### src/rtl/pmw_pkg.sv
`timescale 1ns/1ps
package pmw_pkg;
  localparam int HALF_W  = 18;
  localparam int WORD_W  = 36;
  // map entry half-word bit positions
  localparam int PTE_ACC = 17;
  localparam int PTE_WRT = 16;
  localparam int PTE_SFT = 15;
  localparam int PTE_CCH = 14;
  // page fail status word bit positions
  localparam int FW_USER  = 35;
  localparam int FW_NXM   = 34;
  localparam int FW_VIRT  = 33;
  localparam int FW_WRITE = 32;
  localparam int FW_ACC   = 31;
  localparam int FW_SFT   = 30;

  typedef enum logic [1:0] {ST_IDLE, ST_REQ, ST_WAIT} walk_st_t;
endpackage

### src/rtl/pmw_addr_gen.sv
`timescale 1ns/1ps
module pmw_addr_gen #(
  parameter int VPN_W       = 9,
  parameter int PG_W        = 9,
  parameter int PPN_W       = 11,
  parameter int USR_MAP_OFS = 0,
  parameter int EXL_MAP_OFS = 'o600,
  parameter int EXM_MAP_OFS = 'o400,
  parameter int EXH_MAP_OFS = 'o200,
  parameter int EXM_START   = 'o340,
  parameter int EXH_START   = 'o400
) (
  input  logic [VPN_W-1:0]      vpn,
  input  logic                  user_tbl,
  input  logic [PPN_W-1:0]      ept_ppn,
  input  logic [PPN_W-1:0]      upt_ppn,
  output logic [PPN_W+PG_W-1:0] map_addr
);
  localparam int PA_W = PPN_W + PG_W;
  localparam logic [PA_W-1:0]  USR_V  = PA_W'(USR_MAP_OFS);
  localparam logic [PA_W-1:0]  EXL_V  = PA_W'(EXL_MAP_OFS);
  localparam logic [PA_W-1:0]  EXM_V  = PA_W'(EXM_MAP_OFS);
  localparam logic [PA_W-1:0]  EXH_V  = PA_W'(EXH_MAP_OFS);
  localparam logic [VPN_W-1:0] MID_LO = VPN_W'(EXM_START);
  localparam logic [VPN_W-1:0] HI_LO  = VPN_W'(EXH_START);

  logic [PA_W-1:0]  ebase, ubase, base, ofs;
  logic [VPN_W-1:0] rel;

  always_comb begin
    ebase = {ept_ppn, {PG_W{1'b0}}};
    ubase = {upt_ppn, {PG_W{1'b0}}};
    if (user_tbl) begin
      base = ubase; ofs = USR_V; rel = vpn;
    end else if (vpn < MID_LO) begin
      base = ebase; ofs = EXL_V; rel = vpn;
    end else if (vpn < HI_LO) begin
      base = ubase; ofs = EXM_V; rel = vpn - MID_LO;
    end else begin
      base = ebase; ofs = EXH_V; rel = vpn - HI_LO;
    end
    map_addr = base + ofs + PA_W'(rel >> 1);
  end
endmodule

### src/rtl/pmw_pte_check.sv
`timescale 1ns/1ps
module pmw_pte_check
  import pmw_pkg::*;
#(
  parameter int VADDR_W = 18,
  parameter int PPN_W   = 11,
  parameter int PA_W    = 20
) (
  input  logic [WORD_W-1:0]  word,
  input  logic               odd_page,
  input  logic               is_write,
  input  logic               user_tbl,
  input  logic               nxm,
  input  logic [VADDR_W-1:0] vaddr,
  input  logic [PA_W-1:0]    map_addr,
  output logic               grant,
  output logic [PPN_W+1:0]   entry,
  output logic [WORD_W-1:0]  fword
);
  logic [HALF_W-1:0] half;
  logic acc, wrt, sft;
  logic unused_pte_bits;

  always_comb begin
    half  = odd_page ? word[HALF_W-1:0] : word[WORD_W-1:HALF_W];
    acc   = half[PTE_ACC];
    wrt   = half[PTE_WRT];
    sft   = half[PTE_SFT];
    grant = !nxm && acc && (!is_write || wrt);
    entry = {1'b1, wrt, half[PPN_W-1:0]};
    fword = '0;
    fword[FW_USER] = user_tbl;
    if (nxm) begin
      fword[FW_NXM]     = 1'b1;
      fword[PA_W-1:0]   = map_addr;
    end else begin
      fword[FW_VIRT]      = 1'b1;
      fword[FW_WRITE]     = is_write;
      fword[VADDR_W-1:0]  = vaddr;
      if (acc) begin
        fword[FW_ACC] = 1'b1;
        fword[FW_SFT] = sft;
      end
    end
  end

  assign unused_pte_bits = ^half[PTE_CCH:PPN_W];
endmodule

### src/rtl/pmw_ctrl.sv
`timescale 1ns/1ps
module pmw_ctrl
  import pmw_pkg::*;
#(
  parameter int VADDR_W = 18,
  parameter int PPN_W   = 11
) (
  input  logic               clk,
  input  logic               rst_n,
  input  logic               start,
  input  logic [VADDR_W-1:0] in_vaddr,
  input  logic               in_user,
  input  logic               in_wr,
  input  logic [PPN_W-1:0]   in_ept,
  input  logic [PPN_W-1:0]   in_upt,
  input  logic               rd_ack,
  input  logic               chk_grant,
  input  logic [PPN_W+1:0]   chk_entry,
  input  logic [WORD_W-1:0]  chk_fword,
  output logic               busy,
  output logic               rd_req,
  output logic [VADDR_W-1:0] req_vaddr,
  output logic               req_user,
  output logic               req_wr,
  output logic [PPN_W-1:0]   req_ept,
  output logic [PPN_W-1:0]   req_upt,
  output logic               done,
  output logic               fill_we,
  output logic [PPN_W+1:0]   fill_entry,
  output logic               fault,
  output logic [WORD_W-1:0]  fault_word
);
  localparam int ENT_W = PPN_W + 2;

  walk_st_t st_q, st_n;
  logic latch_en;
  logic done_n, fill_n, fault_n;
  logic [ENT_W-1:0]  entry_n;
  logic [WORD_W-1:0] fword_n;

  // next state
  always_comb begin
    st_n     = st_q;
    latch_en = 1'b0;
    done_n   = 1'b0;
    fill_n   = 1'b0;
    fault_n  = 1'b0;
    entry_n  = fill_entry;
    fword_n  = fault_word;
    unique case (st_q)
      ST_IDLE: if (start) begin
        st_n     = ST_REQ;
        latch_en = 1'b1;
      end
      ST_REQ: st_n = ST_WAIT;
      ST_WAIT: if (rd_ack) begin
        st_n   = ST_IDLE;
        done_n = 1'b1;
        if (chk_grant) begin
          fill_n  = 1'b1;
          entry_n = chk_entry;
        end else begin
          fault_n = 1'b1;
          fword_n = chk_fword;
        end
      end
      default: st_n = ST_IDLE;
    endcase
  end

  // state and result registers
  always_ff @(posedge clk or negedge rst_n) begin
    if (!rst_n) begin
      st_q       <= ST_IDLE;
      done       <= 1'b0;
      fill_we    <= 1'b0;
      fault      <= 1'b0;
      fill_entry <= '0;
      fault_word <= '0;
    end else begin
      st_q       <= st_n;
      done       <= done_n;
      fill_we    <= fill_n;
      fault      <= fault_n;
      fill_entry <= entry_n;
      fault_word <= fword_n;
    end
  end

  // request capture, enabled on accepted start
  always_ff @(posedge clk or negedge rst_n) begin
    if (!rst_n) begin
      req_vaddr <= '0;
      req_user  <= 1'b0;
      req_wr    <= 1'b0;
      req_ept   <= '0;
      req_upt   <= '0;
    end else if (latch_en) begin
      req_vaddr <= in_vaddr;
      req_user  <= in_user;
      req_wr    <= in_wr;
      req_ept   <= in_ept;
      req_upt   <= in_upt;
    end
  end

  assign busy   = (st_q != ST_IDLE);
  assign rd_req = (st_q == ST_REQ);


  one_req_chk: assert property (@(posedge clk) disable iff (!rst_n)
    rd_req |=> !rd_req);

  done_pulse_chk: assert property (@(posedge clk) disable iff (!rst_n)
    done |=> !done);

  busy_start_chk: assert property (@(posedge clk) disable iff (!rst_n)
    (busy && start) |=> $stable(req_vaddr));

  ack_wait_chk: assert property (@(posedge clk) disable iff (!rst_n)
    rd_ack |-> (st_q == ST_WAIT));

  fill_valid_chk: assert property (@(posedge clk) disable iff (!rst_n)
    fill_we |-> (fill_entry[ENT_W-1] && done));

  nxm_form_chk: assert property (@(posedge clk) disable iff (!rst_n)
    (fault && fault_word[FW_NXM]) |-> (!fault_word[FW_VIRT] && !fill_we));
endmodule

### src/rtl/pagemap_walker.sv
`timescale 1ns/1ps
module pagemap_walker
  import pmw_pkg::*;
#(
  parameter int VADDR_W     = 18,
  parameter int VPN_W       = 9,
  parameter int PPN_W       = 11,
  parameter int USR_MAP_OFS = 0,
  parameter int EXL_MAP_OFS = 'o600,
  parameter int EXM_MAP_OFS = 'o400,
  parameter int EXH_MAP_OFS = 'o200,
  parameter int EXM_START   = 'o340,
  parameter int EXH_START   = 'o400
) (
  input  logic                              clk,
  input  logic                              rst_n,
  input  logic                              start,
  input  logic [VADDR_W-1:0]                vaddr,
  input  logic                              user_tbl,
  input  logic                              is_write,
  input  logic [PPN_W-1:0]                  ept_ppn,
  input  logic [PPN_W-1:0]                  upt_ppn,
  output logic                              busy,
  output logic                              rd_req,
  output logic [PPN_W+VADDR_W-VPN_W-1:0]    rd_addr,
  input  logic                              rd_ack,
  input  logic [35:0]                       rd_data,
  input  logic                              rd_nxm,
  output logic                              done,
  output logic                              fill_we,
  output logic                              fill_user,
  output logic [VPN_W-1:0]                  fill_vpn,
  output logic [PPN_W+1:0]                  fill_entry,
  output logic                              fault,
  output logic [35:0]                       fault_word
);
  localparam int PG_W = VADDR_W - VPN_W;
  localparam int PA_W = PPN_W + PG_W;

  logic [VADDR_W-1:0] req_vaddr;
  logic               req_user, req_wr;
  logic [PPN_W-1:0]   req_ept, req_upt;
  logic               chk_grant;
  logic [PPN_W+1:0]   chk_entry;
  logic [WORD_W-1:0]  chk_fword;
  logic [VPN_W-1:0]   req_vpn;

  assign req_vpn   = req_vaddr[VADDR_W-1:PG_W];
  assign fill_vpn  = req_vpn;
  assign fill_user = req_user;

  pmw_ctrl #(.VADDR_W(VADDR_W), .PPN_W(PPN_W)) u_ctrl (
    .clk(clk), .rst_n(rst_n), .start(start),
    .in_vaddr(vaddr), .in_user(user_tbl), .in_wr(is_write),
    .in_ept(ept_ppn), .in_upt(upt_ppn), .rd_ack(rd_ack),
    .chk_grant(chk_grant), .chk_entry(chk_entry), .chk_fword(chk_fword),
    .busy(busy), .rd_req(rd_req),
    .req_vaddr(req_vaddr), .req_user(req_user), .req_wr(req_wr),
    .req_ept(req_ept), .req_upt(req_upt),
    .done(done), .fill_we(fill_we), .fill_entry(fill_entry),
    .fault(fault), .fault_word(fault_word)
  );

  pmw_addr_gen #(
    .VPN_W(VPN_W), .PG_W(PG_W), .PPN_W(PPN_W),
    .USR_MAP_OFS(USR_MAP_OFS), .EXL_MAP_OFS(EXL_MAP_OFS),
    .EXM_MAP_OFS(EXM_MAP_OFS), .EXH_MAP_OFS(EXH_MAP_OFS),
    .EXM_START(EXM_START), .EXH_START(EXH_START)
  ) u_addr (
    .vpn(req_vpn), .user_tbl(req_user),
    .ept_ppn(req_ept), .upt_ppn(req_upt), .map_addr(rd_addr)
  );

  pmw_pte_check #(.VADDR_W(VADDR_W), .PPN_W(PPN_W), .PA_W(PA_W)) u_check (
    .word(rd_data), .odd_page(req_vpn[0]), .is_write(req_wr),
    .user_tbl(req_user), .nxm(rd_nxm), .vaddr(req_vaddr),
    .map_addr(rd_addr), .grant(chk_grant), .entry(chk_entry),
    .fword(chk_fword)
  );
endmodule

### config.mk
export PLATFORM = sky130hd
export DESIGN_NAME = pagemap_walker
export DESIGN_NICKNAME = d
export VERILOG_FILES = /design/src/rtl/pmw_pkg.sv /design/src/rtl/pmw_addr_gen.sv /design/src/rtl/pmw_pte_check.sv /design/src/rtl/pmw_ctrl.sv /design/src/rtl/pagemap_walker.sv
export SDC_FILE = /design/constraint.sdc
export NUM_CORES = 1
export LEC_CHECK = 0
export BUFFER_PORTS_ARGS = -buffer_cell sky130_fd_sc_hd__buf_2
export CORE_UTILIZATION = 53
export CTS_CLUSTER_DIAMETER = 40
export DETAILED_ROUTE_END_ITERATION = 10
export PLACE_DENSITY = 0.86
export SYNTH_ARGS = -nofsm -noshare
export SYNTH_HDL_FRONTEND = slang
export SYNTH_SLANG_ARGS = --single-unit
### constraint.sdc
create_clock -name clk -period 6 [get_ports clk]
set_clock_uncertainty 0.1 [all_clocks]
set_input_delay 0.3 -clock clk [delete_from_list [all_inputs] [get_ports clk]]
set_output_delay 0.3 -clock clk [all_outputs]
set_load 0.02 [all_outputs]
Yosys cells after proc, flatten, opt, wreduce, memory -nomap -nowiden
Cells that the tools add are included.
{"block": "totals", "inputBits": 83, "reg_bits": 86, "wordCells": 60}
{"block": "op_classes", "muxes": 28, "n_addsub": 4, "bitwise_logic": 1, "magnitude_cmp": 2, "reduce_logical": 10, "eq_ne": 4}
{"op": "2-to-1 mux 20 bit", "count": 5}
{"op": "2-to-1 mux 18 bit", "count": 2}
{"op": "2-to-1 mux 9 bit", "count": 4}
{"op": "adder 20 bit", "count": 1}
{"op": "adder 20 x 8 -> 20 bit", "count": 1}
{"op": "2-to-1 mux 1 bit", "count": 11}
{"op": "less-than comparator 9 x 8 -> 1 bit (second input constant)", "count": 1}
{"op": "less-than comparator 9 bit (second input constant)", "count": 1}
{"op": "subtractor 9 x 8 -> 9 bit (second input constant)", "count": 1}
{"op": "subtractor 9 bit (second input constant)", "count": 1}
{"op": "2-to-1 mux 2 bit", "count": 4}
{"op": "one-hot mux 2 bit (3 select lines)", "count": 1}
{"op": "AND reduction 3 bit", "count": 2}
{"op": "2-to-1 mux 4 bit", "count": 1}
{"op": "inequality test 2 bit (second input constant)", "count": 2}
{"op": "equality test 2 x 1 -> 1 bit (second input constant)", "count": 1}
{"op": "equality test 2 bit (second input constant)", "count": 1}
{"op": "logical AND 1 bit", "count": 2}
{"op": "logical NOT 1 bit", "count": 2}
{"op": "logical NOT 2 bit", "count": 1}
{"op": "AND reduction 2 bit", "count": 1}
{"op": "nonzero test 2 bit", "count": 1}
{"op": "logical OR 1 bit", "count": 1}
{"op": "NOT 1 bit", "count": 1}

Depth between registers and ports, before layout
{"block": "depth", "word_depth": 7, "depth_mapped": 12, "depth_no_buf": 10}

Hierarchy
A second synthesis with hierarchy kept.
{"block": "hier_totals", "cells_unflattened": 336, "hier_area_um2": 4986.0}
{"module": "pmw_ctrl", "n_inst": 1, "area_each_um2": 3727.3, "seq_area_each_um2": 2402.3, "cells_per_inst": 205}
{"module": "pmw_pte_check", "n_inst": 1, "area_each_um2": 674.4, "seq_area_each_um2": 0.0, "cells_per_inst": 60}
{"module": "pmw_addr_gen", "n_inst": 1, "area_each_um2": 584.3, "seq_area_each_um2": 0.0, "cells_per_inst": 71}

Least setup slack after synthesis
OpenSTA, ideal clock, no wires.
{"block": "synth_path", "kind": "register -> output", "from": "register u_ctrl.req_vaddr[14]", "to": "output port rd_addr[15]", "t_arrival_ns": 2.931, "setup_slack_ns": 2.669, "path_stages_with_launch": 11, "path_buffers": 2, "t_required_ns": 5.600, "cell_sequence": "dfrtp_1 -> ha_1 -> nand3b_1 -> nand2b_1 -> inv_1 -> buf_2 -> ha_1 -> or3b_1 -> buf_2 -> or4_4 -> a221oi_2"}
{"block": "synth_between", "elab_chain_len": 6, "word_cells_on_any_way": 15, "classes_between": "add/sub: 4; order compare: 2; mux: 9"}
{"element": "start: declaration", "line_no": "pmw_ctrl.sv:22", "text": "output logic [VADDR_W-1:0] req_vaddr,"}
{"element": "start signal: assignment", "line_no": "pmw_ctrl.sv:99", "text": "req_vaddr <= in_vaddr;"}
{"element": "less-than comparator 9 bit", "line_no": "pmw_addr_gen.sv:37", "text": "end else if (vpn < HI_LO) begin"}
{"element": "2-to-1 mux 9 bit / 2-to-1 mux 20 bit (equally long branches)", "line_no": "pmw_addr_gen.sv:37"}
{"element": "2-to-1 mux 20 bit", "line_no": "pmw_addr_gen.sv:35", "text": "end else if (vpn < MID_LO) begin"}
{"element": "2-to-1 mux 20 bit", "line_no": "pmw_addr_gen.sv:33", "text": "if (user_tbl) begin"}
{"element": "adder 20 bit", "line_no": "pmw_addr_gen.sv:42", "text": "map_addr = base + ofs + PA_W'(rel >> 1);"}
{"element": "adder 20 x 8 -> 20 bit *", "line_no": "pmw_addr_gen.sv:42"}
{"element": "end: declaration", "line_no": "pagemap_walker.sv:25", "text": "output logic [PPN_W+VADDR_W-VPN_W-1:0] rd_addr,"}
Every way passes the cells marked *; elsewhere a longest branch is shown, timed or not.

Worst setup path after layout
{"block": "layout_path", "from": "register u_ctrl.req_vaddr[14]", "to": "output port rd_addr[19]"}
Same word-level chain as after synthesis.

==> impl_metrics.json <==
{
  "routedWlPerCell_um": 15.4,
  "cts_root_buf": "clkbuf_8",
  "drive_above_1_share": 0.427,
  "final_cell_area_mm2": 0.00506,
  "max-slew-margin-rel": 0.213,
  "dieArea_mm2": 0.00833,
  "setup_viol": 0,
  "fin_nets": 591,
  "placed_cell_area_mm2": 0.00488,
  "fmax_mhz": 238,
  "p_leak_nw": 2.51,
  "critPathCaptureType": "primary output",
  "cts_buffer_depth": 2,
  "dp_hpwl_um": 6960,
  "crit_type": "register to primary output",
  "vias_per_cell": 5.38,
  "grt_max_degree": 87,
  "synth_top_area_frac": 0.509,
  "rows": 32,
  "grt_pass1_wl_um": 15400,
  "routed_wl_um": 9420,
  "syn_inst": 379,
  "tightest_slew_ps": 1180,
  "synth_top_cells_by_count": "86 x dfrtp_1, 42 x mux2_2, 32 x nand2_1",
  "cp_data_arrival_time_ps": 3800,
  "start_kind": "register",
  "holdWs_ps": 28.9,
  "p_per_area_mw_per_mm2": 573,
  "yosysMostFrequentCell": "dfrtp_1",
  "clk_latency_ps": 360,
  "cts_setup_buffers": 0,
  "peakVddDrop_mv": 0.284,
  "cts_tree": "built",
  "yosysTopAreaCell": "dfrtp_1",
  "hp-class": "primary input to asynchronous set/reset pin",
  "final.setup.tns_ps": 0,
  "synth.distinct_cells": 52,
  "antenna_cells": 0,
  "yosysWarnings": 0,
  "r2r_start": "u_ctrl.req_vaddr[14]$_DFFE_PN0P_",
  "rsz0062_at_grt": "no",
  "cts_hold_buf": 0,
  "drc": 0,
  "cts.sinks": 86,
  "period_needed_ps": 4200,
  "final_util": 0.655,
  "coreArea_mm2": 0.00773,
  "cts_buffers": 9,
  "finalPower_mw": 2.90,
  "layoutNonFillerInstCount": 613,
  "synth_area_leaders": "dfrtp_1 51%, mux2_2 11%, mux2i_1 7.1%",
  "outcome": "complete, no violations",
  "drtAntennaViolNets": 0,
  "first_iter_violations": 151,
  "setup_slack_ps": 1800,
  "cap_violations": 0,
  "start_util": 0.547,
  "synth_area_mm2": 0.00423,
  "clkTransAtPathRegs_ps": 90,
  "crit_path_max_fanout": 13,
  "track_usage": 0.239,
  "die_w_um": 91.3,
  "fin_crit_sh": 0.700,
  "synth-edff-count": 0,
  "gp_congestion": 0.794,
  "avgSynthCellArea_um2": 11.1,
  "async_flop_share": 1.00,
  "pre_cts_slack_ps": 2250,
  "area_delta_synth_final_pct": 19.7,
  "yosys_register_bits": 86,
  "cts_max_level": 3,
  "cp.required_ps": 5600,
  "hold_viol": 0,
  "grt_pass1_vias": 3150,
  "num_vias": 3301,
  "antenna_found_initial": 0,
  "io_buffers": 148,
  "drt_pass1_iterations": 4,
  "crit_start": "u_ctrl.req_vaddr[14]$_DFFE_PN0P_",
  "cts_resized": 0,
  "dp.cells": 597,
  "die_y_um": 91.3,
  "ys_seq_area_frac": 0.509,
  "grt-ovfl-total": 0,
  "ios": 167,
  "synthFlopType": "dfrtp_1",
  "drv_slew": 0
}
layer usage:
metal  routed length [um]  up-vias  share of wire  GRT usage
li1                     -     1554              -          -
met2                 4760      129           0.51      0.396
met1                 3920     1604           0.42      0.308
met5                    0        -              0          0
met4                  172        0          0.018     0.0979
met3                  565       14          0.060     0.0477
worst max-delay path: stages, from the launching register on:
cell      delay [ps]
dfrtp_1          460
ha_1             280
nand3b_1         140
nand2b_1         190
inv_1            460
ha_1             320
or3b_1           490
nor4_1           380
a32oi_1          250
xor2_1           260
buf_2            210
logic make-up after synthesis:
logic type	Yosys count	synth area share
other	1	0.000888
buffers and inverters	51	0.0702
and+or+nand+nor	94	0.109
muxes	72	0.183
xor gates and xnor gates	13	0.0269
AOI/OAI and AO/OA	60	0.0945
adders and majority gates	2	0.00592
DFF	86	0.509
cell type report:
type / count / area (um^2)
fill: 621 / 2670
sequential: 86 / 2150
multi-input combinational: 251 / 1820
timing repair buffer: 149 / 751
clock buffer: 11 / 141
tap: 102 / 128
clock inverter: 5 / 35.0
inverter: 9 / 33.8
report_power, final:
group / total [mW] / switching [mW] / leakage (nW) / internal [mW]
clock: 0.368 / 0.207 / 0.0893 / 0.162
combinational: 1.42 / 0.834 / 1.38 / 0.587
sequential: 1.11 / 0.254 / 1.04 / 0.855
total: 2.90 / 1.30 / 2.51 / 1.60
cells in the final DEF, fill, tap and decap left out, types with 4 or more instances in the layout:
cell type,instances
a21oi_1,16
xnor2_1,7
nor2_1,21
o21ai_0,19
mux2i_1,30
inv_1,8
xor2_1,6
nand4_1,4
or2_2,4
conb_1,10
mux2_2,42
nor3_1,5
nand2_1,32
buf_2,147
dfrtp_1,86
nand3_1,7
clkbuf_8,10
path summary, 6_finish.rpt:
check / slack (ps) / cells past startpoint / endpoint
max: 1800 / 10 / rd_addr[19]
min: 30 / 1 / u_ctrl.req_upt[2]$_DFFE_PN0P_
max reg2reg: 2370 / 10 / u_ctrl.fault_word[19]$_DFFE_PN0P_
min reg2reg: 370 / 1 / u_ctrl.fill_entry[12]$_DFFE_PN0P_
max in group asynchronous: 5100 / 1 / u_ctrl.fault_word[33]$_DFFE_PN0P_
min in group clk: 60 / 3 / u_ctrl.req_upt[4]$_DFFE_PN0P_
flip-flops by register name, indices dropped and copies added, names as in the netlist, 2 cells and up:
name and cells:
u_ctrl.fault_word 26, u_ctrl.req_vaddr 18, u_ctrl.fill_entry 13, u_ctrl.req_ept 11, u_ctrl.req_upt 11, u_ctrl.st_q 2
Power figures use the tool's default switching activity.
